## config.mk

```make
export PLATFORM = sky130hd
export DESIGN_NAME = int_alu
export DESIGN_NICKNAME = d
export VERILOG_FILES = /design/src/rtl/int_alu_pkg.sv /design/src/rtl/alu_operand_prep.sv /design/src/rtl/alu_ripple_adder.sv /design/src/rtl/alu_flag_unit.sv /design/src/rtl/int_alu.sv
export SDC_FILE = /design/constraint.sdc
export NUM_CORES = 1
export LEC_CHECK = 0
export BUFFER_PORTS_ARGS = -buffer_cell sky130_fd_sc_hd__clkbuf_2
export CAP_MARGIN = 40
export CORE_MARGIN = 3
export CORE_UTILIZATION = 35
export DETAILED_ROUTE_END_ITERATION = 10
export SYNTH_ARGS = -nofsm -noshare
export SYNTH_HDL_FRONTEND = slang
export SYNTH_SLANG_ARGS = --single-unit
```

## constraint.sdc

```tcl
create_clock -name vclk -period 13.75
set_input_delay 0.6875 -clock vclk [all_inputs]
set_output_delay 0.6875 -clock vclk [all_outputs]
set_load 0.1 [all_outputs]
```

## src/rtl/int_alu_pkg.sv

```systemverilog
// Package: shared operation encoding and flag bundle for the integer ALU.
// Assumes the opcode encoding below is fixed by the instruction decoder.
package int_alu_pkg;

    typedef enum logic [2:0] {
        OP_ADD = 3'd0,
        OP_ADC = 3'd1,
        OP_SUB = 3'd2,
        OP_SBB = 3'd3,
        OP_INC = 3'd4,
        OP_DEC = 3'd5,
        OP_CMP = 3'd6,
        OP_NEG = 3'd7
    } alu_op_e;

    typedef struct packed {
        logic cf;
        logic pf;
        logic af;
        logic zf;
        logic sf;
        logic of;
    } alu_flags_t;

endpackage

```

## src/rtl/alu_operand_prep.sv

```systemverilog
// Module: alu_operand_prep
// Maps each operation onto one shared adder: chooses the two adder inputs,
// the carry into bit 0, and whether the operation is a subtraction.
// Subtraction is a + ~b + ~borrow. Byte mode masks the upper operand bits
// to zero; the inverted operand may carry ones above the byte, which only
// affects adder bits that are later discarded.
module alu_operand_prep
    import int_alu_pkg::*;
#(
    parameter int LANE_W = 8,
    parameter int DATA_W = 16
) (
    input  alu_op_e              op,
    input  logic                 is_word,
    input  logic [DATA_W-1:0]    dst,
    input  logic [DATA_W-1:0]    src,
    input  logic                 cf_in,
    output logic [DATA_W-1:0]    add_a,
    output logic [DATA_W-1:0]    add_b,
    output logic                 add_ci,
    output logic                 is_sub
);

    localparam int HI_W = DATA_W - LANE_W;
    localparam logic [DATA_W-1:0] ONE_V = {{(DATA_W-1){1'b0}}, 1'b1};

    logic [DATA_W-1:0] size_mask;
    logic [DATA_W-1:0] dst_m;
    logic [DATA_W-1:0] src_m;

    // Purpose: clear the bits above the selected operand size.
    always_comb begin
        size_mask = is_word ? {DATA_W{1'b1}} : {{HI_W{1'b0}}, {LANE_W{1'b1}}};
        dst_m     = dst & size_mask;
        src_m     = src & size_mask;
    end

    // Purpose: per-operation choice of adder inputs and carry-in.
    always_comb begin
        add_a  = dst_m;
        add_b  = src_m;
        add_ci = 1'b0;
        is_sub = 1'b0;
        unique case (op)
            OP_ADD: begin
                add_b  = src_m;
                add_ci = 1'b0;
            end
            OP_ADC: begin
                add_b  = src_m;
                add_ci = cf_in;
            end
            OP_SUB, OP_CMP: begin
                add_b  = ~src_m;
                add_ci = 1'b1;
                is_sub = 1'b1;
            end
            OP_SBB: begin
                add_b  = ~src_m;
                add_ci = ~cf_in;
                is_sub = 1'b1;
            end
            OP_INC: begin
                add_b  = ONE_V;
                add_ci = 1'b0;
            end
            OP_DEC: begin
                add_b  = ~ONE_V;
                add_ci = 1'b1;
                is_sub = 1'b1;
            end
            OP_NEG: begin
                add_a  = '0;
                add_b  = ~dst_m;
                add_ci = 1'b1;
                is_sub = 1'b1;
            end
            default: begin
                add_a  = dst_m;
                add_b  = src_m;
            end
        endcase
    end

endmodule

```

## src/rtl/alu_ripple_adder.sv

```systemverilog
// Module: alu_ripple_adder
// Bit-level adder that exposes the carry into every bit position, so the
// flag stage can tap the nibble, byte and word carries directly.
// Assumes DATA_W >= 8; carries[i] is the carry into bit i,
// carries[DATA_W] the carry out of the top bit.
module alu_ripple_adder #(
    parameter int DATA_W = 16
) (
    input  logic [DATA_W-1:0] a,
    input  logic [DATA_W-1:0] b,
    input  logic              ci,
    output logic [DATA_W-1:0] sum,
    output logic [DATA_W:0]   carries
);

    assign carries[0] = ci;

    // Purpose: one full-adder cell per bit.
    for (genvar i = 0; i < DATA_W; i++) begin : g_bit
        assign sum[i]       = a[i] ^ b[i] ^ carries[i];
        assign carries[i+1] = (a[i] & b[i]) | (carries[i] & (a[i] ^ b[i]));
    end

endmodule

```

## src/rtl/alu_flag_unit.sv

```systemverilog
// Module: alu_flag_unit
// Forms the sized result and the six condition flags from the adder output,
// applies the carry-preserve rule of increment/decrement and the
// writeback suppression of compare. Carries are turned into borrows by
// inverting them when the operation is a subtraction.
module alu_flag_unit
    import int_alu_pkg::*;
#(
    parameter int LANE_W = 8,
    parameter int DATA_W = 16
) (
    input  alu_op_e              op,
    input  logic                 is_word,
    input  logic                 is_sub,
    input  logic                 cf_in,
    input  logic [DATA_W-1:0]    sum,
    input  logic [DATA_W:0]      carries,
    output logic [DATA_W-1:0]    result,
    output logic                 wr_en,
    output alu_flags_t           flags
);

    localparam int HI_W  = DATA_W - LANE_W;
    localparam int NIB_W = 4;

    logic carry_top;
    logic carry_msb;
    logic sign_bit;
    logic arith_cf;

    // Purpose: pick the carries and sign at the selected size.
    always_comb begin
        carry_top = is_word ? carries[DATA_W]   : carries[LANE_W];
        carry_msb = is_word ? carries[DATA_W-1] : carries[LANE_W-1];
        sign_bit  = is_word ? sum[DATA_W-1]     : sum[LANE_W-1];
        result    = is_word ? sum : {{HI_W{1'b0}}, sum[LANE_W-1:0]};
        arith_cf  = carry_top ^ is_sub;
    end

    // Purpose: flag formation with per-operation carry rule.
    always_comb begin
        flags.cf = (op == OP_INC || op == OP_DEC) ? cf_in : arith_cf;
        flags.af = carries[NIB_W] ^ is_sub;
        flags.of = carry_top ^ carry_msb;
        flags.sf = sign_bit;
        flags.zf = (result == '0);
        flags.pf = ~^result[LANE_W-1:0];
        wr_en    = (op != OP_CMP);
    end

endmodule

```

## src/rtl/int_alu.sv

```systemverilog
// Module: int_alu (top)
// Combinational byte/word integer ALU with condition flags. Operand
// preparation feeds one shared ripple adder; the flag unit sizes the result
// and derives the flags. Assumes DATA_W == 2*LANE_W. The checks below sit
// beside the integration and compare outputs of separate submodules.
module int_alu
    import int_alu_pkg::*;
#(
    parameter int LANE_W = 8,
    parameter int DATA_W = 16
) (
    input  logic [2:0]        op_code,
    input  logic              is_word,
    input  logic [DATA_W-1:0] dst_in,
    input  logic [DATA_W-1:0] src_in,
    input  logic              cf_in,
    output logic [DATA_W-1:0] res_out,
    output logic              res_we,
    output logic              cf_out,
    output logic              pf_out,
    output logic              af_out,
    output logic              zf_out,
    output logic              sf_out,
    output logic              of_out
);

    alu_op_e           op;
    logic [DATA_W-1:0] add_a;
    logic [DATA_W-1:0] add_b;
    logic              add_ci;
    logic              is_sub;
    logic [DATA_W-1:0] sum;
    logic [DATA_W:0]   carries;
    alu_flags_t        flags;

    assign op = alu_op_e'(op_code);

    alu_operand_prep #(.LANE_W(LANE_W), .DATA_W(DATA_W)) u_prep (
        .op      (op),
        .is_word (is_word),
        .dst     (dst_in),
        .src     (src_in),
        .cf_in   (cf_in),
        .add_a   (add_a),
        .add_b   (add_b),
        .add_ci  (add_ci),
        .is_sub  (is_sub)
    );

    alu_ripple_adder #(.DATA_W(DATA_W)) u_add (
        .a       (add_a),
        .b       (add_b),
        .ci      (add_ci),
        .sum     (sum),
        .carries (carries)
    );

    alu_flag_unit #(.LANE_W(LANE_W), .DATA_W(DATA_W)) u_flags (
        .op      (op),
        .is_word (is_word),
        .is_sub  (is_sub),
        .cf_in   (cf_in),
        .sum     (sum),
        .carries (carries),
        .result  (res_out),
        .wr_en   (res_we),
        .flags   (flags)
    );

    // Purpose: unpack the flag bundle onto the output pins.
    always_comb begin
        cf_out = flags.cf;
        pf_out = flags.pf;
        af_out = flags.af;
        zf_out = flags.zf;
        sf_out = flags.sf;
        of_out = flags.of;
    end

    // Purpose: guard the per-operation rules at the integration level.
    always_comb begin
        assert_cmp_no_write_R4: assert (!(op == OP_CMP) || !res_we)
            else $error("compare asserted writeback");
        assert_cf_hold_R3: assert (!(op == OP_INC || op == OP_DEC) || (cf_out == cf_in))
            else $error("inc/dec changed carry");
        assert_byte_upper_zero_R10: assert (is_word || (res_out[DATA_W-1:LANE_W] == '0))
            else $error("byte result has upper bits set");
        assert_neg_borrow_R5: assert (!(op == OP_NEG) ||
                (cf_out == (is_word ? (dst_in != '0) : (dst_in[LANE_W-1:0] != '0))))
            else $error("negate carry does not match nonzero operand");
        assert_zero_flag_R9: assert (zf_out == (res_out == '0))
            else $error("zero flag disagrees with result");
    end

endmodule

```

* Yosys cells after proc, flatten, opt, wreduce, memory -nomap -nowiden
Index checks and enable logic that the tools add are counted.
** Operators by class
- Reduce and logical (&&, ||, !) cells :: 9
- Mux-type cells :: 10
- Equality and inequality tests :: 8
- Bitwise logic cells :: 88
** Operators with widths (count)
- $pmux 16 s5 :: 1
- $mux 16 :: 3
- $xor 1x1->1 :: 35
- $and 1x1->1 :: 32
- $and 16x16->16 :: 2
- $not 16->16 :: 2
- $logic_not 16->1 :: 1
- $or 1x1->1 :: 16
- $eq 3x3->1 const B :: 4
- $reduce_xnor 8->1 :: 1
- $eq 3x2->1 const B :: 2
- $mux 1 :: 5
- $reduce_or 5->1 :: 1
- $pmux 1 s4 :: 1
- $reduce_or 2->1 :: 2
- $reduce_or 4->1 :: 1
- $eq 3x1->1 const B :: 1
- $logic_not 3->1 :: 1
- $ne 3x3->1 const B :: 1
- $reduce_or 3->1 :: 1
- $logic_or 1x1->1 :: 1
- $not 1->1 :: 1
** Storage, ports and cells
- Flip-flop bits (word level) :: 0
- Input bits :: 37
- Logic and storage cells :: 115

* Logic depth before layout (Yosys ltp)
Gate-level depths: netlist of the first run.
- Depth in word-level cells :: 40
- Depth in mapped cells :: 27
- Depth with buffers taken out :: 26

* By module
Synthesis of the first run repeated with hierarchy kept, for this count alone.
** Unflattened totals
- Cell total of the unflattened synthesis :: 166
- Area total of the unflattened synthesis :: 1308.8 um^2
** By module, submodules not included
- alu_operand_prep :: cells each 102, area each 638.1 um^2, sequential area each 0.0 um^2, instances 1
- alu_flag_unit :: cells each 47, area each 342.8 um^2, sequential area each 0.0 um^2, instances 1
- alu_ripple_adder :: cells each 17, area each 327.8 um^2, sequential area each 0.0 um^2, instances 1

* Worst setup path before layout of the first run
OpenSTA, ideal clock, no wires.
- Kind :: input-to-output
- Start :: in op_code[1]
- End :: out sf_out
- Required time :: 13.062 ns
- Slack :: 3.561 ns
- Path buffers :: 2
- Stages :: 27
- Data arrival time :: 9.502 ns
- Path through :: buf_2 > buf_2 > o21ai_0 > o21ai_0 > fa_1 > fa_1 > inv_1 > fa_1 > inv_1 > fa_1 > fa_1 > fa_1 > inv_1 > fa_1 > inv_1 > fa_1 > fa_1 > fa_1 > fa_1 > fa_1 > fa_1 > inv_1 > fa_1 > fa_1 > fa_1 > nor2b_1 > o21bai_1
** On the way
- Cells in the longest elaborated chain, start to end :: 36
- Elaborated cells on any way between the ends :: 79
- Classes of those cells :: 7 x eq/ne; 4 x mux; 63 x bitwise; 5 x reduce/logical
** RTL lines
- start, declared :: line int_alu.sv:12 : input logic [2:0] op_code,
- $eq 3x2->1, or another cell as far along :: line alu_operand_prep.sv:44 : unique case (op)
- $reduce_or 3->1 (no line) or $reduce_or 2->1 (tied branches)
- $pmux 16 s5 :: line alu_operand_prep.sv:44
- $xor 1x1->1 :: line alu_ripple_adder.sv:21 : assign carries[i+1] = (a[i] & b[i]) | (carries[i] & (a[i] ^ b[i]));
- $and 1x1->1 :: line alu_ripple_adder.sv:21
- $or 1x1->1 :: line alu_ripple_adder.sv:21
- $and 1x1->1 :: line alu_ripple_adder.sv:21
- $or 1x1->1 :: line alu_ripple_adder.sv:21
- [20 not listed]
- $and 1x1->1 :: line alu_ripple_adder.sv:21
- $or 1x1->1 :: line alu_ripple_adder.sv:21
- $and 1x1->1 :: line alu_ripple_adder.sv:21
- $or 1x1->1 :: line alu_ripple_adder.sv:21
- $and 1x1->1 :: line alu_ripple_adder.sv:21
- $or 1x1->1 :: line alu_ripple_adder.sv:21
- $xor 1x1->1 :: line alu_ripple_adder.sv:20 : assign sum[i] = a[i] ^ b[i] ^ carries[i];
- $mux 1 * :: line alu_flag_unit.sv:35 : sign_bit = is_word ? sum[DATA_W-1] : sum[LANE_W-1];
- end, declared :: line int_alu.sv:23 : output logic sf_out,
Every way passes the cells marked *; elsewhere a longest branch is shown, timed or not.

* Worst setup path after layout of the first run
- Start :: in op_code[2]
- End :: out sf_out
Same word-level chain as after synthesis.

==> flow_metrics.py, run 1 <==
metrics = {
    "yosys": {
        "synthTopCellsByArea": "fa_1 26%, o21ai_0 6.0%, a21oi_1 5.6%, and2_1 5.5%, nand3b_1 4.8%",
        "synth_top_area_cell": "fa_1",
        "yosys_warnings": 0,
        "syn-instance-count": 169,
        "syn-mean-instance-area_sq_um": 7.39,
        "netlist_area_sq_um": 1250,
        "netlist.area_leader.share": 0.257,
        "synth_cell_types": 32,
        "synthesis.nets": 226,
        "ys_seq_area_frac": 0,
    },
    "sta": {
        "fmax_mhz": 105,
        "fin_crit_ns": 9.57,
        "hold_viol": 0,
        "tightestPinTransition_ns": 0.567,
        "fin_crit_sh": 0.696,
        "grt_setup_unrepaired": "no",
        "slew_viol_final": 0,
        "setup_tns_ns": 0,
        "max_slew_margin": 0.622,
        "setup_viol": 0,
        "finalWorstSetupSlack_ns": 4.18,
    },
    "worst_setup_path": {
        "worstPathArrival_ns": 8.88,
        "worstSetupEndpointType": "primary output",
        "startpoint_type": "primary input",
        "cpMaxStageDelayCell": "fa_1",
        "cp_max_fo": 23,
        "worst-setup-path-type": "primary input to primary output",
        "max_stage_delay_ns": 0.48,
        "crit_start": "op_code[2]",
        "critPathTopFamily": "adder cells",
        "cpMostUsedCell": "fa_1",
        "path_buf_inv": 7,
        "cp_data_required_time_ns": 13.06,
    },
    "final_layout": {
        "areaGrowthSynthToFinish_pct": 22.7,
        "layout_common_cells": "60 x clkbuf_2, 16 x fa_1, 15 x nor2_1, 15 x o21ai_0, 15 x inv_1",
        "layout-drive-gt1-share": 0.310,
        "antenna_cells": 0,
        "seq_cells": 0,
        "clockBufferCount": 0,
        "final_common_cell": "clkbuf_2",
        "nets": 275,
        "register_area_sq_um": 0,
    },
    "place": {
        "dp_hpwl_um": 2710,
        "dp_slack_ns": 4.19,
        "io_buffers": 60,
        "globalplace.congestion": 0.833,
    },
    "global_routing": {
        "grt_pass1_wl_um": 5460,
        "grt_pass1_vias": 1179,
        "grt_max_degree": 39,
        "antenna_found_initial": 0,
        "grtUsageTotal": 0.152,
        "grt_overflow": 0,
    },
    "route": {
        "ant_nets": 0,
        "drt_pre_antenna_iters": 4,
        "drt-total-wl_um": 3280,
        "num_vias": 1296,
        "via_per_inst": 4.95,
        "drc": 0,
        "drt-initial-drc-count": 42,
        "wire_per_inst_um": 12.5,
    },
    "pwr": {
        "internal_power_mw": 0.0541,
        "power_frac_comb": 1.000,
        "vdd_drop_max_mv": 0.0998,
        "pwr-share-seq": 0,
        "power_density_nw_per_um2": 173,
        "pwr-share-clk": 0,
        "switchingPower_mw": 0.212,
        "leakage_nw": 0.749,
        "swShare": 0.796,
    },
    "floorplanning": {
        "die-area_sq_um": 4320,
        "initial_core_util": 0.368,
        "die_h_um": 65.7,
        "boundaryPins": 60,
        "core_area_sq_um": 3390,
        "row_count": 21,
        "die_x_um": 65.7,
    },
    "job": {
        "maxCapViolations": 0,
    },
    "clock_tree": {
        "post-cts-setup-buffers": 0,
        "cts_resized": 0,
        "cts_hold_buffers": 0,
    },
    "run_status": {
        "outcome": "finished, final reports clean",
    },
    "worst_hold_path": {
        "hold_path.startpoint": "cf_in",
        "hp-class": "primary input to primary output",
    },
}
area by class of cell:
cell class         instances  area (sq um)
well taps                 46          57.6
fillers                  373          1860
repair buffers            60           300
inverters                 15          56.3
multi-input cells        141          1120
logic make-up after synthesis:
| group | after synthesis | synth area share |
|---|---|---|
| XOR/XNOR | 6 | 0.0421 |
| multiplexers | 1 | 0.00802 |
| AO/OA/AOI/OAI | 48 | 0.249 |
| adder cells (fa/ha/maj) | 20 | 0.297 |
| AND/OR/NAND/NOR | 66 | 0.300 |
| buffers and inverters | 28 | 0.104 |
power groups by stage:
stage,combinational (mW),clock [mW],sequential (mW)
5_1_grt,0.284,0,0
4_1_cts,0.268,0,0
3_5_place_dp,0.268,0,0
3_3_place_gp,0.267,0,0
6_report,0.266,0,0
2_1_floorplan,0.234,0,0
per-stage QoR:
| stage | utilization | instance area [sq um] | instances | hold slack, ns | power, mW |
|---|---|---|---|---|---|
| 3_5_place_dp | 0.452 | 1530 | 262 | 2.06 | 0.268 |
| 3_3_place_gp | 0.452 | 1530 | 262 | 2.04 | 0.267 |
| 2_1_floorplan | - | 1250 | 169 | 1.96 | 0.234 |
| 6_report | 0.452 | 1530 | 262 | 2.05 | 0.266 |
| 4_1_cts | 0.452 | 1530 | 262 | 2.06 | 0.268 |
| 5_1_grt | 0.452 | 1530 | 262 | 2.12 | 0.284 |
synth_stat cells:
master	number
and2_4	1
o21ai_1	3
mux2i_1	1
buf_6	1
o21bai_1	1
inv_1	15
nand2_2	2
o221ai_1	5
nor3_1	2
and3_1	6
nand4_1	2
ha_1	4
clkbuf_1	2
and2_1	11
xnor2_1	6
nand2b_1	2
nor4_1	1
nand2_1	3
o21ai_0	15
fa_1	16
nand3b_1	8
or3_1	1
nor2_1	15
buf_4	2
a211oi_2	3
a21bo_2	1
nand3_1	3
buf_2	8
a221oi_1	1
a21oi_1	14
a211o_1	5
nor2b_1	9
path summary, 6_finish.rpt:
path	end	slack, ns	depth (start not counted)
worst max-delay path	sf_out	4.18	28
worst min-delay path	cf_out	2.05	4
metal layers:
metal,vias up,GRT usage,part of all wire,wire length [um]
li1,675,-,-,-
met1,580,0.231,0.49,1610
met2,39,0.247,0.46,1510
met3,2,0.00513,0.045,146
met4,0,0.0130,0.0055,18
met5,-,0,0,0
Power figures use the tool's default switching activity.
==> run 2: changes to the inputs <==
ABC_AREA = 1   (was unset)
PLACE_DENSITY = 0.66   (was unset)
clock period = 8.1 ns   (was 13.75 ns; I/O delays follow)
==> run 2 against run 1 <==
Sequential share of layout area unchanged. Critical path depth up 2. Utilization increased by 7.3 points. Non-clock buffer count is 9 higher. Critical path type unchanged. Combinational power rose by 80%. Cell area up 16%. Synthesized cell count increased by 24%. Via count rose by 14%. Power up 80%. Wire length is 10% higher. Worst hold slack got worse by 0.83 ns. Synthesized area grew 0.80%.
==> flow_metrics.py, run 2 <==
metrics = {
    "floorplanning": {
        "core_area_sq_um": 3390,
        "die-area_sq_um": 4350,
        "boundaryPins": 60,
        "row_count": 21,
        "die_h_um": 66.0,
        "die_x_um": 66.0,
        "initial_core_util": 0.371,
    },
    "place": {
        "placed_area_sq_um": 1730,
        "globalplace.congestion": 0.769,
        "dp_hpwl_um": 3060,
        "dp_cells": 311,
        "io_buffers": 60,
    },
    "worst_setup_path": {
        "startpoint_type": "primary input",
        "worstSetupEndpointType": "primary output",
        "worstPathArrival_ns": 7.35,
        "cpMaxStageDelayCell": "fa_1",
        "cp_max_fo": 8,
        "worst-setup-path-type": "primary input to primary output",
        "cp_data_required_time_ns": 7.70,
        "cpMostUsedCell": "fa_1",
        "max_stage_delay_ns": 0.45,
    },
    "final_layout": {
        "antenna_cells": 0,
        "areaGrowthSynthToFinish_pct": 41.6,
        "clockBufferCount": 0,
        "seq_cells": 0,
        "layout_common_cells": "70 x nand2_1, 52 x clkbuf_2, 31 x inv_1",
        "layout-drive-gt1-share": 0.347,
        "register_area_sq_um": 0,
        "final_cells": 314,
        "final_area_sq_um": 1780,
        "nets": 327,
        "final_common_cell": "nand2_1",
    },
    "sta": {
        "hold_viol": 0,
        "setup_viol": 0,
        "fin_crit_sh": 0.957,
        "slew_viol_final": 0,
        "setup_tns_ns": 0,
        "tightestPinTransition_ns": 0.689,
        "max_slew_margin": 0.541,
        "grt_setup_unrepaired": "no",
        "fin_crit_ns": 7.76,
        "fmax_mhz": 129,
    },
    "worst_hold_path": {
        "hp-class": "primary input to primary output",
    },
    "global_routing": {
        "antenna_found_initial": 0,
        "grtUsageTotal": 0.161,
        "grt_pass1_vias": 1283,
        "grt_overflow": 0,
        "grt_max_degree": 40,
        "met2_usage": 0.259,
        "globalRouteMet1Util": 0.242,
        "grt-busiest-layer": "met2",
        "grt_pass1_wl_um": 5720,
        "met3_usage": 0.0204,
    },
    "yosys": {
        "netlist.area_leader.share": 0.254,
        "synthesis.nets": 267,
        "synth_top_area_cell": "fa_1",
        "synthTopCellsByCount": "70 x nand2_1, 32 x inv_1, 29 x nand3_1",
        "synth_cell_types": 21,
        "netlist_area_sq_um": 1260,
        "yosys_warnings": 0,
        "syn-mean-instance-area_sq_um": 5.99,
        "ys_seq_area_frac": 0,
        "yosysMostFrequentCell": "nand2_1",
        "synthTopCellsByArea": "fa_1 25%, nand2_1 21%, nand3_1 12%, inv_1 9.5%, o211ai_1 5.4%",
        "syn-instance-count": 210,
    },
    "route": {
        "drt_pre_antenna_iters": 4,
        "num_vias": 1479,
        "drt-total-wl_um": 3620,
        "ant_nets": 0,
        "drt-initial-drc-count": 53,
        "via_per_inst": 4.71,
        "wire_per_inst_um": 11.5,
        "drc": 0,
    },
    "pwr": {
        "leakage_nw": 1.03,
        "power_density_nw_per_um2": 269,
        "vdd_drop_max_mv": 0.152,
    },
    "job": {
        "maxCapViolations": 0,
    },
    "clock_tree": {
        "cts_hold_buffers": 0,
    },
    "run_status": {
        "outcome": "finished, final reports clean",
    },
}
-- run 2: cell types whose count changed in the layout (fill, tap and decap cells not counted), moves of 8 or more --
cell	delta
a21oi_1	-11
nand3_1	+26
and2_1	-11
nand2_1	+67
buf_4	+9
inv_2	+9
o211ai_1	+9
nor2_1	-12
clkbuf_2	-8
nor2b_1	-9
nand3b_1	-8
o21ai_0	-13
inv_1	+16
-- run 2: final timing paths --
path,end,slack (ns),from,cells past startpoint
hold / removal,cf_out,1.22,cf_in,4
setup / recovery,zf_out,0.34,op_code[1],30
-- run 2: cells by family after synthesis --
family                     Yosys count  synth area share
AOI/OAI and AO/OA                   23             0.125
buffers and inverters               54             0.187
adders and majority gates           20             0.294
xor gates and xnor gates             5            0.0348
and+or+nand+nor                    108             0.359
-- run 2: worst max-delay path, delay by kind of cell --
family / cells / cell delay (ns)
and+or+nand+nor: 4 / 0.38
adders and majority gates: 16 / 5.50
AOI/OAI and AO/OA: 1 / 0.24
buffers and inverters: 9 / 0.81
-- run 2: metrics by stage --
stage                     setup WS, ns  utilization  power, mW  hold slack (ns)
after floorplan                 0.0266            -      0.397             1.03
final                            0.345        0.526      0.479             1.22
after detailed placement        0.0368        0.512      0.478             1.22
after global routing            0.0609        0.526      0.503             1.26
after global placement           0.182        0.512      0.477             1.22
after CTS                       0.0327        0.512      0.479             1.22
-- run 2: routing by layer --
layer | vias to the layer above | part of all wire
met4 | 0 | 0
met2 | 38 | 0.47
li1 | 769 | -
met1 | 672 | 0.47
met5 | - | 0
met3 | 0 | 0.063
-- run 2: power by group --
group / switching [mW] / internal (mW) / total (mW) / leakage [nW]
clock: 0 / 0 / 0 / 0
sequential: 0 / 0 / 0 / 0
combinational: 0.367 / 0.112 / 0.479 / 1.03
-- run 2: repair_timing --
item,4_1_cts,5_1_grt
resized for setup,0,11
setup endpoints to repair,0,5
setup buffers,0,3
-- run 2: layout make-up --
| cell class | count | area (sq um) |
|---|---|---|
| inverters | 43 | 169 |
| multi-input cells | 156 | 1080 |
| fillers | 357 | 1610 |
| repair buffers | 69 | 475 |
| well taps | 46 | 57.6 |
==> run 3: changes to the inputs <==
CELL_PAD_IN_SITES_DETAIL_PLACEMENT = 1   (was unset)
CELL_PAD_IN_SITES_GLOBAL_PLACEMENT = 2   (was unset)
CORE_UTILIZATION = 21   (was 35)
PLACE_DENSITY = unset   (was 0.66)
PLACE_DENSITY_LB_ADDON = 0.1   (was unset)
==> run 3 against run 2 <==
Worst hold slack better by 0.029 ns. Via count is 0.20% higher. Sequential share of layout area unchanged. Largest cell class unchanged. Setup slack better by 0.042 ns. First-iteration DRC count decreased by 7.5%. Critical path depth unchanged. Largest power group unchanged. Power is 1.9% higher. Combinational power up 2%.
==> flow_metrics.py, run 3 (same netlist as run 2, synthesis figures left out) <==
metrics = {
    "run_status": {
        "outcome": "finished, final reports clean",
    },
    "worst_setup_path": {
        "worstPathArrival_ns": 7.31,
        "path_buf_inv": 9,
        "startpoint_type": "primary input",
        "cp_max_fo": 6,
        "critPathTopFamily": "adder cells",
        "max_stage_delay_ns": 0.45,
        "cpMaxStageDelayCell": "fa_1",
        "worstSetupEndpointType": "primary output",
        "worst-setup-path-type": "primary input to primary output",
        "cp_data_required_time_ns": 7.70,
        "cpMostUsedCell": "fa_1",
    },
    "place": {
        "io_buffers": 60,
        "dp_hpwl_um": 3910,
        "dp_cells": 342,
        "placed_area_sq_um": 1800,
        "globalplace.congestion": 0.770,
    },
    "pwr": {
        "power_density_nw_per_um2": 268,
        "leakage_nw": 1.03,
        "vdd_drop_max_mv": 0.446,
        "totalPowerFinal_mw": 0.488,
    },
    "final_layout": {
        "nets": 329,
        "register_area_sq_um": 0,
        "antenna_cells": 0,
        "final_common_cell": "nand2_1",
        "layout-drive-gt1-share": 0.352,
        "areaGrowthSynthToFinish_pct": 44.7,
        "fill_cells": 733,
        "final_cells": 342,
        "layout_common_cells": "70 x nand2_1, 53 x clkbuf_2, 31 x inv_1",
        "clockBufferCount": 0,
        "final_area_sq_um": 1820,
        "seq_cells": 0,
    },
    "sta": {
        "fin_crit_sh": 0.952,
        "setup_viol": 0,
        "max_slew_margin": 0.637,
        "fin_crit_ns": 7.71,
        "setup_tns_ns": 0,
        "slew_viol_final": 0,
        "fmax_mhz": 130,
        "tightestPinTransition_ns": 0.547,
        "grt_setup_unrepaired": "no",
        "hold_viol": 0,
    },
    "route": {
        "drt-total-wl_um": 4520,
        "drt_pre_antenna_iters": 4,
        "via_per_inst": 4.33,
        "drc": 0,
        "drt-initial-drc-count": 49,
        "wire_per_inst_um": 13.2,
        "ant_nets": 0,
        "num_vias": 1482,
    },
    "floorplanning": {
        "die_h_um": 83.4,
        "core_area_sq_um": 5640,
        "die_x_um": 83.4,
        "row_count": 27,
        "die-area_sq_um": 6960,
        "boundaryPins": 60,
        "initial_core_util": 0.223,
    },
    "clock_tree": {
        "cts_hold_buffers": 0,
        "post-cts-setup-buffers": 0,
        "cts_resized": 0,
    },
    "global_routing": {
        "grtUsageTotal": 0.127,
        "grt_pass1_wl_um": 7570,
        "grt_overflow": 0,
        "antenna_found_initial": 0,
        "grt_pass1_vias": 1565,
        "grt_max_degree": 40,
    },
    "job": {
        "maxCapViolations": 0,
    },
    "worst_hold_path": {
        "hp-class": "primary input to primary output",
    },
}
-- run 3: cell count changes in the layout (fill, tap and decap cells not counted), sizes merged --
cell / before / now
clkinv: 2 / 1
buf: 16 / 18
inv: 41 / 42
-- run 3: layout make-up --
type               instances  area (sq um)  area share
multi-input cells        156          1080       0.593
repair buffers            71           488       0.268
inverters                 43           164      0.0900
well taps                 72          90.1      0.0495
-- run 3: worst paths after layout --
kind,depth (start not counted),slack [ns],from,end
worst min-delay path,4,1.25,cf_in,cf_out
worst max-delay path,30,0.39,op_code[1],zf_out
-- run 3: worst min-delay path: stages --
cell	delay, ns
clkbuf_2	0.11
nand2_1	0.07
nand2_1	0.08
buf_12	0.17
-- run 3: stage by stage --
step	utilization	setup slack, ns	hold slack [ns]
3_3_place_gp	0.320	0.166	1.25
4_1_cts	0.320	0.0756	1.25
3_5_place_dp	0.320	0.0836	1.25
5_1_grt	0.323	0.0443	1.28
2_1_floorplan	-	0.0266	1.03
6_report	0.323	0.386	1.25
-- run 3: where the power goes --
group          switching (mW)  leakage, nW  internal, mW
clock network               0            0             0
logic                   0.375         1.03         0.113
registers                   0            0             0
-- run 3: metal layers --
metal | up-vias | part of all wire | track usage
li1 | 776 | - | -
met1 | 671 | 0.54 | 0.198
met2 | 35 | 0.43 | 0.206
met3 | 0 | 0.035 | 0.00496
met4 | 0 | 0 | 0
met5 | - | 0 | 0
